**src/rtl/fcsd_pkg.sv**
```systemverilog
package fcsd_pkg;
  typedef enum logic [2:0] {
    ST_READ  = 3'd0,
    ST_UNL1  = 3'd1,
    ST_UNL2  = 3'd2,
    ST_LKP1  = 3'd3,
    ST_LKP2  = 3'd4,
    ST_LKRUN = 3'd5
  } seq_e;

  localparam logic [7:0]  CMD_KEY_A = 8'hAA;
  localparam logic [7:0]  CMD_KEY_B = 8'h55;
  localparam logic [7:0]  CMD_WAIT  = 8'hC0;
  localparam logic [7:0]  CMD_PSAVE = 8'h70;
  localparam logic [7:0]  CMD_LOCK  = 8'h60;
  localparam logic [7:0]  CMD_ABORT = 8'hF0;
  localparam logic [11:0] ADR_KEY_A = 12'h555;
  localparam logic [11:0] ADR_KEY_B = 12'h2AA;
  localparam logic [2:0]  WAIT_DEF  = 3'd7;
endpackage

```
**src/rtl/fcsd_rise.sv**
```systemverilog
module fcsd_rise (
  input  logic clk,
  input  logic rst_n,
  input  logic lvl_i,
  output logic rise_o
);
  logic prev_q;

  always_ff @(posedge clk or negedge rst_n) begin
    if (!rst_n) prev_q <= 1'b0;
    else        prev_q <= lvl_i;
  end

  assign rise_o = lvl_i & ~prev_q;
endmodule

```
**src/rtl/fcsd_seq.sv**
```systemverilog
module fcsd_seq
  import fcsd_pkg::*;
#(
  parameter int ADDR_W = 21,
  parameter int SEC_W  = 6
) (
  input  logic              clk,
  input  logic              rst_n,
  input  logic              wr_evt_i,
  input  logic [ADDR_W-1:0] addr_i,
  input  logic [7:0]        data_i,
  output logic [2:0]        wait_o,
  output logic              psave_o,
  output logic              lk_evt_o,
  output logic [SEC_W-1:0]  lk_sec_o,
  output logic              lk_set_o
);
  seq_e       st_q;
  logic [2:0] wait_q;
  logic       psave_q;
  logic       at_key_a, at_key_b, in_stream;

  assign at_key_a  = (addr_i[11:0] == ADR_KEY_A);
  assign at_key_b  = (addr_i[11:0] == ADR_KEY_B);
  assign in_stream = (st_q == ST_LKP2) || (st_q == ST_LKRUN);

  always_ff @(posedge clk or negedge rst_n) begin
    if (!rst_n) begin
      st_q    <= ST_READ;
      wait_q  <= WAIT_DEF;
      psave_q <= 1'b0;
    end else if (wr_evt_i) begin
      if (data_i == CMD_ABORT) begin
        st_q <= ST_READ;
      end else begin
        case (st_q)
          ST_READ: begin
            if (data_i == CMD_KEY_A && at_key_a) st_q <= ST_UNL1;
            else if (data_i == CMD_LOCK)          st_q <= ST_LKP1;
            else                                  st_q <= ST_READ;
          end
          ST_UNL1: st_q <= (data_i == CMD_KEY_B && at_key_b) ? ST_UNL2 : ST_READ;
          ST_UNL2: begin
            st_q <= ST_READ;
            if (data_i == CMD_WAIT && at_key_a)       wait_q  <= {1'b1, addr_i[13:12]};
            else if (data_i == CMD_PSAVE && at_key_a) psave_q <= 1'b1;
          end
          ST_LKP1: st_q <= (data_i == CMD_LOCK) ? ST_LKP2 : ST_READ;
          ST_LKP2: st_q <= (data_i == CMD_LOCK) ? ST_LKRUN : ST_READ;
          ST_LKRUN: st_q <= ST_LKRUN;
          default: st_q <= ST_READ;
        endcase
      end
    end
  end

  assign wait_o   = wait_q;
  assign psave_o  = psave_q;
  assign lk_evt_o = wr_evt_i && in_stream && (data_i == CMD_LOCK);
  assign lk_sec_o = addr_i[ADDR_W-1 -: SEC_W];
  assign lk_set_o = ~addr_i[6];
endmodule

```
**src/rtl/fcsd_lockmap.sv**
```systemverilog
module fcsd_lockmap #(
  parameter int SECTORS   = 64,
  parameter int BOOT_SECT = 2,
  parameter int SEC_W     = 6
) (
  input  logic               clk,
  input  logic               rst_n,
  input  logic               evt_i,
  input  logic [SEC_W-1:0]   sec_i,
  input  logic               set_i,
  input  logic               wp_n_i,
  input  logic               vpp_low_i,
  input  logic               vpp_high_i,
  output logic [SECTORS-1:0] lock_o
);
  logic [SECTORS-1:0] raw_q;

  for (genvar i = 0; i < SECTORS; i++) begin : g_sec
    localparam bit IS_BOOT = (i >= SECTORS - BOOT_SECT);
    logic hit;
    assign hit = evt_i && (sec_i == SEC_W'(i));

    always_ff @(posedge clk or negedge rst_n) begin
      if (!rst_n)   raw_q[i] <= 1'b1;
      else if (hit) raw_q[i] <= set_i;
    end

    if (IS_BOOT) begin : g_boot
      assign lock_o[i] = vpp_low_i | ~wp_n_i | (~vpp_high_i & raw_q[i]);
    end else begin : g_main
      assign lock_o[i] = vpp_low_i | (~vpp_high_i & raw_q[i]);
    end
  end
endmodule

```
**src/rtl/flash_cmd_decoder.sv**
```systemverilog
module flash_cmd_decoder #(
  parameter int ADDR_W    = 21,
  parameter int SECTORS   = 64,
  parameter int BOOT_SECT = 2
) (
  input  logic               clk,
  input  logic               rst_n,
  input  logic               adv_i,
  input  logic [ADDR_W-1:0]  addr_i,
  input  logic               we_i,
  input  logic [7:0]         data_i,
  input  logic               wp_n_i,
  input  logic               vpp_low_i,
  input  logic               vpp_high_i,
  output logic [2:0]         wait_cycles_o,
  output logic               pwr_save_o,
  output logic [SECTORS-1:0] sector_lock_o
);
  localparam int SEC_W = $clog2(SECTORS);

  logic              adv_rise, we_rise;
  logic [ADDR_W-1:0] addr_q;
  logic              lk_evt, lk_set;
  logic [SEC_W-1:0]  lk_sec;

  fcsd_rise u_adv_rise (.clk(clk), .rst_n(rst_n), .lvl_i(adv_i), .rise_o(adv_rise));
  fcsd_rise u_we_rise  (.clk(clk), .rst_n(rst_n), .lvl_i(we_i),  .rise_o(we_rise));

  always_ff @(posedge clk or negedge rst_n) begin
    if (!rst_n)        addr_q <= '0;
    else if (adv_rise) addr_q <= addr_i;
  end

  fcsd_seq #(.ADDR_W(ADDR_W), .SEC_W(SEC_W)) u_seq (
    .clk(clk), .rst_n(rst_n), .wr_evt_i(we_rise), .addr_i(addr_q), .data_i(data_i),
    .wait_o(wait_cycles_o), .psave_o(pwr_save_o),
    .lk_evt_o(lk_evt), .lk_sec_o(lk_sec), .lk_set_o(lk_set)
  );

  fcsd_lockmap #(.SECTORS(SECTORS), .BOOT_SECT(BOOT_SECT), .SEC_W(SEC_W)) u_map (
    .clk(clk), .rst_n(rst_n), .evt_i(lk_evt), .sec_i(lk_sec), .set_i(lk_set),
    .wp_n_i(wp_n_i), .vpp_low_i(vpp_low_i), .vpp_high_i(vpp_high_i),
    .lock_o(sector_lock_o)
  );
endmodule

```
**config.mk**
```make
export PLATFORM = sky130hd
export DESIGN_NAME = flash_cmd_decoder
export DESIGN_NICKNAME = d
export VERILOG_FILES = /design/src/rtl/fcsd_pkg.sv /design/src/rtl/fcsd_rise.sv /design/src/rtl/fcsd_seq.sv /design/src/rtl/fcsd_lockmap.sv /design/src/rtl/flash_cmd_decoder.sv
export SDC_FILE = /design/constraint.sdc
export NUM_CORES = 1
export LEC_CHECK = 0
export ABC_AREA = 1
export CAP_MARGIN = 15
export CORE_ASPECT_RATIO = 1.4
export CORE_MARGIN = 2
export CORE_UTILIZATION = 60
export CTS_CLUSTER_SIZE = 25
export DETAILED_ROUTE_END_ITERATION = 16
export DONT_BUFFER_PORTS = 1
export GPL_ROUTABILITY_DRIVEN = 0
export PLACE_DENSITY = 0.76
export SLEW_MARGIN = 20
export SYNTH_ARGS = -nofsm -noshare
export SYNTH_HDL_FRONTEND = slang
export SYNTH_HIERARCHICAL = 1
export SYNTH_SLANG_ARGS = --single-unit
```
**constraint.sdc**
```tcl
create_clock -name clk -period 6.15 [get_ports clk]
set_clock_uncertainty 0.15 [all_clocks]
set_input_delay 1.23 -clock clk [delete_from_list [all_inputs] [get_ports clk]]
set_output_delay 1.23 -clock clk [all_outputs]
set_load 0.1 [all_outputs]
```
# [Yosys cells after proc, flatten, opt, wreduce, memory -nomap -nowiden]
# Index checks and enable logic that the tools add are counted.
[word_totals] n_memories=0 regBits=93 word_cells=366 mem_bits_ro=0 ramBits=0 out_inout_bits=68 latch_bits=0
[op_classes] div_mod_pow=0 reduce_logical=75 shift=0 add_sub_neg=0 magnitude_cmp=0 multipliers=0 muxes=7 n_eq_ne=76 bitwise=138
[op_table] cell="$eq 6x6->1 const B" count=32
[op_table] cell="$eq 6x5->1 const B" count=16
[op_table] cell="$logic_and 1x1->1" count=70
[op_table] cell="$and 1x1->1" count=66
[op_table] cell="$or 1x1->1" count=65
[op_table] cell="$eq 6x4->1 const B" count=8
[op_table] cell="$eq 6x3->1 const B" count=4
[op_table] cell="$eq 8x7->1 const B" count=3
[op_table] cell="$eq 8x8->1 const B" count=3
[op_table] cell="$pmux 3 s5" count=1
[op_table] cell="$eq 12x10->1 const B" count=1
[op_table] cell="$eq 12x11->1 const B" count=1
[op_table] cell="$eq 6x2->1 const B" count=2
[op_table] cell="$mux 3" count=4
[op_table] cell="$not 1->1" count=7
[op_table] cell="$eq 3x2->1 const B" count=2
[op_table] cell="$eq 3x3->1 const B" count=2
[op_table] cell="$eq 6x1->1 const B" count=1
[op_table] cell="$logic_not 6->1" count=1
[op_table] cell="$reduce_and 5->1" count=1
[op_table] cell="$mux 2" count=2
[op_table] cell="$reduce_and 4->1" count=1
[op_table] cell="$eq 3x1->1 const B" count=1
[op_table] cell="$logic_not 3->1" count=1
[op_table] cell="$logic_or 1x1->1" count=1

# [Logic depth before layout (Yosys ltp)]
[logic_depth] depth_word=5 depth_mapped=11 ltp_nobuf=11

# [Hierarchy]
# The synthesis kept the hierarchy.
[modules_own_cells] mod="fcsd_lockmap" instances=1 seq_area_each_um2=1681.6 area_per_inst_um2=3577.2 cells_each=495
[modules_own_cells] mod="flash_cmd_decoder" instances=1 seq_area_each_um2=525.5 area_per_inst_um2=803.3 cells_each=89
[modules_own_cells] mod="fcsd_seq" instances=1 seq_area_each_um2=152.6 area_per_inst_um2=674.4 cells_each=112
[modules_own_cells] mod="fcsd_rise" instances=2 seq_area_each_um2=25.0 area_per_inst_um2=35.0 cells_each=3

# [Least setup slack after synthesis]
# No wires, ideal clock.
[synth_path] path_kind="input to output" start="input port vpp_high_i" end="output port sector_lock_o[11]" slack_ns=1.066 n_path_buf=2 path_stages=3 t_arrival_ns=3.704 cell_sequence="clkbuf_1 > clkbuf_1 > o21ai_0"
[synth_via] elab_chain_cells=3
[synth_rtl] element="start: declaration" line="flash_cmd_decoder.sv:14" text="input logic vpp_high_i,"
[synth_rtl] element="$not 1->1" line="fcsd_lockmap.sv:31" text="assign lock_o[i] = vpp_low_i | (~vpp_high_i & raw_q[i]);"
[synth_rtl] element="$and 1x1->1" line="fcsd_lockmap.sv:31"
[synth_rtl] element="$or 1x1->1" line="fcsd_lockmap.sv:31"
[synth_rtl] element="end: declaration" line="flash_cmd_decoder.sv:17" text="output logic [SECTORS-1:0] sector_lock_o"
# No other way between the ends.

# [Worst setup path after layout]
[layout_path] start="input port vpp_low_i" end="output port sector_lock_o[13]"
[layout_via] elab_chain_cells=1
[layout_rtl] element="start: declaration" line="flash_cmd_decoder.sv:13" text="input logic vpp_low_i,"
[layout_rtl] element="$or 1x1->1" line="fcsd_lockmap.sv:31"
# No other way between the ends.

==> results.ini <==
[setup_path]
worstSetupPathType = in2out
path_cells = inv_2 > buf_4 > o21ai_2
slowest_stage = buf_4
cp.required_ps = 4770
worstSetupStartpointType = input port
endpoint_kind = output port
crit_fanout = 34
worstPathArrival_ps = 2780
r2r_slack_ps = 3880
max_stage_delay_ps = 560

[floorplan]
ios = 104
rows = 39
dieArea_mm2 = 0.00924
core-area_mm2 = 0.00820
initial_core_util = 0.621
die_h_um = 113
fp.dieW_um = 81.8

[synthesis]
avgSynthCellArea_um2 = 7.29
syn-num-nets = 734
ys_warn_count = 6
syn_inst = 698
synth_area_mm2 = 0.00509

[global_route]
grt-ovfl-total = 0
grt_use_met3 = 0.0494
first_global_vias = 4055
met2_usage = 0.447
grt_max_degree = 93
grt_pass1_wl_um = 18800
antenna_found_initial = 0
grt.total_usage = 0.261
met1_usage = 0.329
grt-busiest-layer = met2

[job]
maxCapViolCount = 0

[cells_and_area]
nets = 711
fillCellCount = 721
syn2layout_area_growth_pct = 9.39
drive_gt1_frac = 0.256
fin_cells = 782
diodes = 0

[clock_tree]
cts_resized = 0
clk_pin_slew_worst_paths_ps = 60
post_cts_buffers = 0
clockBufferDepth = 2
htreeDepth = 3
clock_sinks = 92
holdBufCountCts = 0
cts_tree = built
clock_tree.root_cell = clkbuf_16
cts-buffers-inserted = 9
clock_latency_ps = 330

[timing]
slew_violations = 0
rsz0062_at_grt = false
fin_hold_ws_ps = 314
hold_viol_final = 0
tightest_slew_ps = 1130
period_needed_ps = 4160
post-route-period-util = 0.676
setup_viol = 0
fmax_ghz = 0.241
slew_headroom = 0.250
setup_tns_ps = 0

[status]
outcome = finished, final reports clean

[pwr]
peakVddDrop_uv = 175
pwr_density_cell_mw_per_mm2 = 267
leakage_uw = 0.00244

[routing]
dr_total_vias = 4340
drtIter0Drc = 336
firstDrtPassIters = 5
wl_per_cell_um = 14.7
drcViolationCount = 0
vias_per_cell = 5.55
drtAntennaViolNets = 0
drt_wl_total_um = 11500

[placement]
port_buffers = 0
placedCellCount = 766
dp_hpwl_um = 7840

[worst_hold_path]
hold_path.class = reg2reg

## report_power, final
group	internal [uW]	leakage [uW]	total [uW]	switching (uW)
clock	338	0.000146	558	220
combinational	31.6	0.00129	284	252
sequential	625	0.00100	645	19.8
## stage by stage
| step | worst slack, ps | instance area (um^2) | power, uW | util |
|---|---|---|---|---|
| floorplan | 1070 | 5090 | 914 | - |
| global placement | 2060 | 5260 | 931 | 0.642 |
| detailed placement | 1980 | 5260 | 936 | 0.642 |
| CTS | 1980 | 5570 | 1500 | 0.679 |
| global route | 1860 | 5570 | 1540 | 0.679 |
| finish | 1990 | 5570 | 1490 | 0.679 |
## final cells by class
| cell class | count | area, um^2 | share of cell area |
|---|---|---|---|
| Clock inverter | 3 | 43.8 | 0.00787 |
| Sequential cell | 92 | 2380 | 0.428 |
| Inverter | 110 | 415 | 0.0746 |
| Multi-Input combinational cell | 460 | 2320 | 0.417 |
| Tap cell | 102 | 128 | 0.0229 |
| Timing Repair Buffer | 2 | 15.0 | 0.00270 |
| Clock buffer | 13 | 260 | 0.0468 |
## registers in the layout, indices dropped and copies added (netlist names)
register,flops
u_map/raw_q,64
addr_q,20
u_seq/st_q,3
u_seq/wait_o,2
u_adv_rise/prev_q,1
u_seq/psave_o,1
u_we_rise/prev_q,1
## cell usage in the layout (no fill, tap or decap), drive strengths merged
cell type,count
nand2,220
o21ai,113
inv,111
dfstp,66
nand3,60
nor2,46
dfrtp,26
clkbuf,13
nand4,10
nor3,4
buf,2
bufinv,1
clkinvlp,1
nor4,1
a21oi,1
o211ai,1
o21a,1
nor3b,1
nand3b,1
conb,1
## worst paths after layout
path / from / end / depth (start not counted)
max: vpp_low_i / sector_lock_o[13] / 3
min: u_map/raw_q[7] / u_map/raw_q[7] / 2
max reg2reg: u_we_rise/prev_q / u_map/raw_q[39] / 8
min reg2reg: u_map/raw_q[7] / u_map/raw_q[7] / 2
max in group asynchronous: rst_n / u_map/raw_q[51] / 0
min in group asynchronous: rst_n / addr_q[18] / 0
## worst max-delay path, delay by kind of cell
family                 cells  cell delay, ps
AOI/OAI and AO/OA          1             460
buffers and inverters      2            1060
## per-layer routing
| layer | wire, um | vias up |
|---|---|---|
| met4 | 209 | 0 |
| li1 | - | 2147 |
| met5 | 0 | - |
| met1 | 4610 | 2028 |
| met2 | 5970 | 146 |
| met3 | 694 | 19 |
No activity file was read; power rests on OpenSTA's default activity.
